--- config.mk ---
export PLATFORM = sky130hd
export DESIGN_NAME = frac_clk_div
export DESIGN_NICKNAME = d
export VERILOG_FILES = /design/src/rtl/fcd_pkg.sv /design/src/rtl/fcd_src_sel.sv /design/src/rtl/fcd_prediv.sv /design/src/rtl/fcd_postdiv.sv /design/src/rtl/frac_clk_div.sv
export SDC_FILE = /design/constraint.sdc
export NUM_CORES = 1
export LEC_CHECK = 0
export BUFFER_PORTS_ARGS = -buffer_cell sky130_fd_sc_hd__buf_2
export CAP_MARGIN = 20
export CORE_MARGIN = 1
export CORE_UTILIZATION = 25
export DETAILED_ROUTE_END_ITERATION = 7
export PLACE_DENSITY_LB_ADDON = 0.05
export SLEW_MARGIN = 30
export SYNTH_ARGS = -nofsm -noshare
export SYNTH_HDL_FRONTEND = slang
export SYNTH_SLANG_ARGS = --single-unit
--- constraint.sdc ---
create_clock -name clk -period 2.5 [get_ports clk]
set_clock_uncertainty 0.2 [all_clocks]
set_input_delay 0.625 -clock clk [delete_from_list [all_inputs] [get_ports clk]]
set_output_delay 0.625 -clock clk [all_outputs]
set_load 0.01 [all_outputs]
--- src/rtl/fcd_pkg.sv ---
package fcd_pkg;
  localparam int DIV_W  = 8;
  localparam int CODE_W = 3;
  localparam int CFG_W  = DIV_W + CODE_W + 3;
  localparam int N_SRC  = 3;

  typedef struct packed {
    logic              en;
    logic              pll2;
    logic              ext;
    logic [CODE_W-1:0] code;
    logic [DIV_W-1:0]  div;
  } cfg_t;

  function automatic logic cfg_ok(cfg_t c, logic [DIV_W-1:0] div_max);
    logic code_good;
    code_good = (c.code == CODE_W'(4)) || (c.code == CODE_W'(5)) ||
                (c.code == CODE_W'(6));
    return c.en && code_good && (c.div >= DIV_W'(2)) && (c.div <= div_max);
  endfunction
endpackage

--- src/rtl/fcd_src_sel.sv ---
module fcd_src_sel #(
  parameter int N = 3
) (
  input  logic [N-1:0] ticks,
  input  logic         sel_ext,
  input  logic         sel_pll2,
  output logic         tick
);
  localparam int IDX_W = (N > 1) ? $clog2(N) : 1;
  logic [IDX_W-1:0] idx;

  always_comb begin
    if (sel_ext)       idx = IDX_W'(0);
    else if (sel_pll2) idx = IDX_W'(2);
    else               idx = IDX_W'(1);
    tick = ticks[idx];
  end
endmodule

--- src/rtl/fcd_prediv.sv ---
module fcd_prediv #(
  parameter int CODE_W = 3
) (
  input  logic              clk,
  input  logic              rst_n,
  input  logic              run,
  input  logic              src_tick,
  input  logic [CODE_W-1:0] code,
  output logic              pre_tick
);
  // accumulator in half-tick units: each source tick adds two halves
  logic [CODE_W-1:0] acc_q, acc_d;
  logic [CODE_W:0]   sum, rem;

  always_comb begin
    sum      = {1'b0, acc_q} + (CODE_W + 1)'(2);
    rem      = sum - {1'b0, code};
    pre_tick = run && src_tick && (sum >= {1'b0, code});
    acc_d    = acc_q;
    if (!run)          acc_d = '0;
    else if (pre_tick) acc_d = rem[CODE_W-1:0];
    else if (src_tick) acc_d = sum[CODE_W-1:0];
  end

  always_ff @(posedge clk or negedge rst_n) begin
    if (!rst_n) acc_q <= '0;
    else        acc_q <= acc_d;
  end
endmodule

--- src/rtl/fcd_postdiv.sv ---
module fcd_postdiv #(
  parameter int DIV_W = 8
) (
  input  logic             clk,
  input  logic             rst_n,
  input  logic             run,
  input  logic             tick,
  input  logic [DIV_W-1:0] div,
  input  logic             restart_ok,
  output logic             wrap,
  output logic             clk_out
);
  logic [DIV_W-1:0] cnt_q, cnt_d, cnt_inc, half;
  logic             idle_q, idle_d, out_q, out_d, last;

  always_comb begin
    half    = div >> 1;
    cnt_inc = cnt_q + DIV_W'(1);
    last    = idle_q || (cnt_inc == div);
    wrap    = run && tick && last;
    cnt_d   = cnt_q;
    out_d   = out_q;
    idle_d  = idle_q;
    if (!run) begin
      cnt_d  = '0;
      out_d  = 1'b0;
      idle_d = 1'b1;
    end else if (tick) begin
      idle_d = 1'b0;
      if (last) begin
        cnt_d = '0;
        out_d = restart_ok;
      end else begin
        cnt_d = cnt_inc;
        out_d = cnt_inc < half;
      end
    end
  end

  always_ff @(posedge clk or negedge rst_n) begin
    if (!rst_n) begin
      cnt_q  <= '0;
      out_q  <= 1'b0;
      idle_q <= 1'b1;
    end else begin
      cnt_q  <= cnt_d;
      out_q  <= out_d;
      idle_q <= idle_d;
    end
  end

  assign clk_out = out_q;
endmodule

--- src/rtl/frac_clk_div.sv ---
module frac_clk_div
  import fcd_pkg::*;
#(
  parameter int DIV_MAX = 127
) (
  input  logic             clk,
  input  logic             rst_n,
  input  logic             ext_tick,
  input  logic             pll1_tick,
  input  logic             pll2_tick,
  input  logic             cfg_wr,
  input  logic [CFG_W-1:0] cfg_wdata,
  output logic             clk_out
);
  localparam logic [DIV_W-1:0] DIV_LIM = DIV_W'(DIV_MAX);

  cfg_t pend_q, pend_d, act_q, act_d;
  logic pend_ok, act_ok, src_tick, pre_tick, wrap;

  always_comb begin
    pend_ok = cfg_ok(pend_q, DIV_LIM);
    act_ok  = cfg_ok(act_q, DIV_LIM);
    pend_d  = cfg_wr ? cfg_t'(cfg_wdata) : pend_q;
    act_d   = (!act_ok || wrap) ? pend_q : act_q;
  end

  always_ff @(posedge clk or negedge rst_n) begin
    if (!rst_n) begin
      pend_q <= '0;
      act_q  <= '0;
    end else begin
      pend_q <= pend_d;
      act_q  <= act_d;
    end
  end

  fcd_src_sel #(.N(N_SRC)) u_sel (
    .ticks    ({pll2_tick, pll1_tick, ext_tick}),
    .sel_ext  (act_q.ext),
    .sel_pll2 (act_q.pll2),
    .tick     (src_tick)
  );

  fcd_prediv #(.CODE_W(CODE_W)) u_pre (
    .clk      (clk),
    .rst_n    (rst_n),
    .run      (act_ok),
    .src_tick (src_tick),
    .code     (act_q.code),
    .pre_tick (pre_tick)
  );

  fcd_postdiv #(.DIV_W(DIV_W)) u_post (
    .clk        (clk),
    .rst_n      (rst_n),
    .run        (act_ok),
    .tick       (pre_tick),
    .div        (act_q.div),
    .restart_ok (pend_ok),
    .wrap       (wrap),
    .clk_out    (clk_out)
  );
endmodule

# After elaboration in Yosys (flattened, before gate mapping)
# Cells that the tools add are included.
# W data, S select, Z words.
[word_totals]
input_bits = 20
ramBits = 0
regBits = 41
word_cells = 65
memories = 0
latchBits = 0
output_inout_bits = 1
rom_bits = 0
[classes]
bitwise = 0
multipliers = 0
shift = 0
reduce_logical = 17
eq_ne = 9
div = 0
n_lt_le_gt_ge = 7
mux = 15
addsub = 3
[op_table]
columns = ["cell", "n"]
rows = [
  ["$mux W8", 3],
  ["$eq A3 B3 Y1 const B", 6],
  ["$ge A8 B2 Y1 const B", 2],
  ["$le A8 B7 Y1 const B", 2],
  ["$logic_and A1 B1 Y1", 10],
  ["$mux W3", 3],
  ["$add A8 B1 Y8 const B", 1],
  ["$eq A8 B8 Y1", 1],
  ["$lt A8 B7 Y1", 1],
  ["$logic_or A1 B1 Y1", 6],
  ["$mux W1", 6],
  ["$add A3 B2 Y4 const B", 1],
  ["$ge A4 B3 Y1", 1],
  ["$mux W2", 2],
  ["$lt A2 B3 Y1 const B", 1],
  ["$ne A3 B2 Y1 const B", 1],
  ["$sub A3 B3 Y3", 1],
  ["$bmux W1 S2", 1],
  ["$ne A2 B2 Y1 const B", 1],
  ["$logic_not A1 Y1", 1],
]

# Depth between registers and ports, before layout
[logic_depth]
ltp_word = 11
mapped_depth = 11
ltp_nobuf = 10

# By module
# From an unflattened synthesis, not the netlist that was laid out.
[unflattened]
cells_unflattened = 222
area_unflattened_um2 = 2461.1
[modules_own_cells]
columns = ["mod", "seq_area_each_um2", "n_inst", "area_per_inst_um2", "cells_each"]
rows = [
  ["frac_clk_div", 700.7, 1, 1111.1, 68],
  ["fcd_postdiv", 251.5, 1, 1016.0, 117],
  ["fcd_prediv", 75.1, 1, 315.3, 34],
  ["fcd_src_sel", 0.0, 1, 18.8, 3],
]

# Worst setup path after synthesis
# Ideal clock, no wire load.
[synth_path]
path_type = "reg2reg"
startpoint = "register act_q[8] (netlist name)"
endpoint = "register act_q[11] (netlist name)"
required_time_ps = 2175
setup_ps = 125
path_stages_with_launch = 9
setup_slack_ps = -240
synth_period_minus_slack_ps = 2740
arrival_time_ps = 2415
cell_sequence = "dfrtp_1 > ha_1 > fa_1 > a21boi_0 > o21ba_2 > or2_2 > o21ai_2 > buf_2 > mux2_2"
[synth_via]
elab_chain_cells = 11
[synth_lines]
columns = ["item", "line_no", "rtl"]
rows = [
  ["from (decl)", "frac_clk_div.sv:17", "cfg_t pend_q, pend_d, act_q, act_d;"],
  ["from (signal assigned)", "frac_clk_div.sv:33", "act_q <= act_d;"],
  ["$eq A3 B3 Y1", "fcd_pkg.sv:17", "code_good = (c.code == CODE_W'(4)) || (c.code == CODE_W'(5)) ||"],
  ["$logic_or A1 B1 Y1 (2 in a row)", "fcd_pkg.sv:17", ""],
  ["$logic_and A1 B1 Y1 (3 in a row)", "fcd_pkg.sv:19", "return c.en && code_good && (c.div >= DIV_W'(2)) && (c.div <= div_max);"],
  ["$logic_and A1 B1 Y1 (2 in a row)", "fcd_prediv.sv:18", "pre_tick = run && src_tick && (sum >= {1'b0, code});"],
  ["$logic_and A1 B1 Y1 (2 in a row)", "fcd_postdiv.sv:20", "wrap = run && tick && last;"],
  ["$logic_or A1 B1 Y1 (*)", "frac_clk_div.sv:24", "act_d = (!act_ok || wrap) ? pend_q : act_q;"],
]
# Mark *: on every way between the ends. The rest lies on a longest branch, timed or not.
# A chain may end at the register's enable or synchronous reset.

# Worst setup path in the final report
[layout_path]
startpoint = "register u_pre.acc_q[1]"
endpoint = "register act_q[5] (netlist name)"
[layout_via]
elab_chain_cells = 6
[layout_lines]
columns = ["item", "line_no", "rtl"]
rows = [
  ["from (decl)", "fcd_prediv.sv:12", "logic [CODE_W-1:0] acc_q, acc_d;"],
  ["from (signal assigned)", "fcd_prediv.sv:26", "if (!rst_n) acc_q <= '0;"],
  ["from (signal assigned)", "fcd_prediv.sv:27", "else acc_q <= acc_d;"],
  ["$add A3 B2 Y4", "fcd_prediv.sv:16", "sum = {1'b0, acc_q} + (CODE_W + 1)'(2);"],
  ["$ge A4 B3 Y1", "fcd_prediv.sv:18", ""],
  ["$logic_and A1 B1 Y1", "fcd_prediv.sv:18", ""],
  ["$logic_and A1 B1 Y1 (2 in a row)", "fcd_postdiv.sv:20", ""],
  ["$logic_or A1 B1 Y1", "frac_clk_div.sv:24", ""],
]
# No other way between the ends.

==> out/metrics.cfg <==
[run_status]
status=finished with violations
violations=setup timing

[placement]
port_buffers=20
placed_cells=375
place.gp.congestion=0.737
dp_hpwl_um=4200

[grt]
grt_use_met3_pct=1.97
antenna_found_initial=0
grt_busiest_layer=met2
grt_pass1_vias=1956
use_met1_pct=17.8
grt_max_degree=42
grt_first_pass_wirelength_um=10100
grt.total_usage_pct=13.3
grt-ovfl-total=0
grtUsageMet2_pct=22.0

[critical_path]
path_buf_inv=1
critical-path-max-stage-delay_ns=0.57
critPathLaunchType=flop
arrival_ns=2.53
crit_required_ns=2.49
cp_max_fo=14
worst_path_max_delay_cell=fa_1
crit_type=flop to flop
crit_chain=fa_1 -> nand2b_1 -> o21ba_4 -> or2_4 -> o21ai_4 -> buf_12 -> mux2_2
cp-end-kind=flop
critical-path-top-delay-family=adder cells

[sta]
rsz0062_at_grt=yes
fin_setup_tns_ns=-0.294
slew_headroom_pct=62.7
finalSetupViolCount=12
max_freq_mhz=395
worst_pin_slew_ns=0.560
final.setup.worst_slack_ns=-0.0340
fin_crit_sh_pct=101
drv_slew=0
period_needed_ns=2.53
hold_viol=0

[yosys]
synth_top_family_by_area=simple AND/OR/NAND/NOR gates
synth_mux_area_share_pct=13.2
syn_area_um2=2370
synth.most_common_cell=dfrtp_1
synthTopCellsByCount=dfrtp_1 (40), mux2_2 (26), nand2_1 (18)
post_synth_xor_area_fraction_pct=4.43
synth-simple-area-share_pct=17.2
ys_seq_elements=41
async_reset_ff_share_pct=100
synthFlopType=dfrtp_1
synth_cells=224
ys_seq_area_share_pct=43.3
ys_warn_count=0
yosys.area.top_type=dfrtp_1
synthTopCellsByArea=dfrtp_1 (42%), mux2_2 (12%), ha_1 (5.3%)
synth_fp_nets=256
syn_area_per_cell_um2=10.6
synth-edff-count=0
synth_top_area_share_pct=42.2
synth.distinct_cells=51
synth-compound-area-share_pct=10.3
synth_fa_ha_area_share_pct=6.97

[power_and_ir_drop]
power_mw=1.87
powerDensity_nw_per_um2=612
vdd_drop_max_uv=266
leakage_nw=1.36

[layout]
final_layout_size_suffix_gt1_share_pct=40.9
nets=307
layout-area-overhead-vs-synth_pct=28.5
instances_no_fill=387
final_core_util_pct=33.1
antennaDiodeCount=0
fillers=965

[floorplanning]
pin_count=21
core_um2=9200
die_area_um2=9880
std_cell_rows=35
die_y_um=99.4
start_util_pct=25.8
die_x_um=99.4

[clock_tree]
worstSkewPairLatency_ns=0.30
cts_buffers=5
clock-root-buffer=clkbuf_8
ctsHoldBuffers=0
numClockSinks=41
htreeDepth=2
cts_tree=done
clk_pin_slew_worst_paths_ns=0.09
clockBufferDepth=2

[detailed_routing]
vias_per_cell=4.65
totalWireLength_um=5720
vias=1798
dr.first_iter.drc_count=46
first_pass_iters=4
avgRoutedWirePerCell_um=14.8
drc=0
final_antenna_net_count=0

[flow_run]
cap_viol_max_count=0

[hold_path]
hold_class=input pin to async pin

[power breakdown]
group / switching (mW) / internal (mW) / total (mW)
sequential: 0.0678 / 0.733 / 0.800
clock: 0.260 / 0.300 / 0.560
combinational: 0.250 / 0.255 / 0.505
total: 0.578 / 1.29 / 1.87
[path summary, 6_finish.rpt]
check	to	start	slack (ns)	cells past startpoint
hold / removal	u_pre.acc_q[1]	rst_n	0.18	2
max in group asynchronous	u_post.cnt_q[1]	rst_n	1.49	2
min in group clk	u_post.idle_q	u_post.idle_q	0.29	2
setup reg to reg	act_q[5]	u_pre.acc_q[1]	-0.03	7
setup / recovery	act_q[5]	u_pre.acc_q[1]	-0.03	7
hold reg to reg	u_post.idle_q	u_post.idle_q	0.29	2
[metrics by stage]
step | worst slack, ns | area, um2 | hold slack (ns)
4_1_cts | -0.0430 | 2960 | 0.224
3_3_place_gp | -0.144 | 2840 | 0.262
5_1_grt | -0.150 | 3050 | 0.266
2_1_floorplan | -0.00287 | 2430 | 0.129
3_5_place_dp | -0.0711 | 2840 | 0.263
6_report | -0.0340 | 3050 | 0.182
[cell families after synthesis]
group	Yosys count
AO/OA/AOI/OAI	36
XOR/XNOR	12
adder cells (fa/ha/maj)	12
buffers and inverters	23
flip-flops	41
multiplexers	28
AND/OR/NAND/NOR	72
[repair_timing]
| item | in CTS | in global routing |
|---|---|---|
| setup buffers | 0 | 4 |
| hold endpoints to repair | 0 | 0 |
| endpoints found under the setup margin | 13 | 20 |
| pin swaps | 0 | 2 |
| gates resized for setup | 7 | 11 |
[cell type report]
cell class / count / area (um2) / share of cell area, %
clock inverter: 2 / 38.8 / 1.27
clock buffer: 6 / 72.6 / 2.38
inverter: 12 / 45.0 / 1.48
timing repair buffer: 55 / 379 / 12.4
sequential: 41 / 1030 / 34.0
tap: 111 / 139 / 4.56
multi-input combinational: 160 / 1340 / 43.9
[placed cells by master (no fill, tap or decap), types with 2 or more instances in the layout]
cell	netlist	routed
nor2_1	9	9
mux2_4	0	2
nand3_1	10	10
mux2_2	26	24
buf_4	1	33
nor4_2	0	2
o31ai_1	2	2
a21o_1	3	3
ha_1	10	8
clkbuf_8	0	5
xnor2_1	8	8
xor2_1	4	3
o21ai_0	10	9
nand2b_1	4	4
dfrtp_2	0	6
or3_1	3	3
buf_2	3	20
and3_1	3	3
nor3_1	4	4
nor2b_1	2	2
nor4_4	1	2
dfrtp_1	40	34
mux2i_1	2	2
a21oi_1	8	8
inv_1	12	12
nor4_1	5	2
or4_1	2	2
nand2_1	18	18
[worst reg2reg max path, cell delays in order, from the launching register on]
cell and delay, ns:
dfrtp_2 0.47, fa_1 0.57, nand2b_1 0.09, o21ba_4 0.20, or2_4 0.25, o21ai_4 0.15, buf_12 0.16, mux2_2 0.33
[sequential cells by signal, indices dropped and copies added (netlist names)]
name,flops
act_q,14
u_pre.acc_q,3
u_post.cnt_q,8
pend_q,14
u_post.idle_q,1
u_post.clk_out,1
[per-layer routing]
metal	share of wire, %	wire [um]
met1	50	2870
met2	46	2650
met3	2.0	114
met4	1.4	78
met5	0	0
No activity file was read; power rests on OpenSTA's default activity.
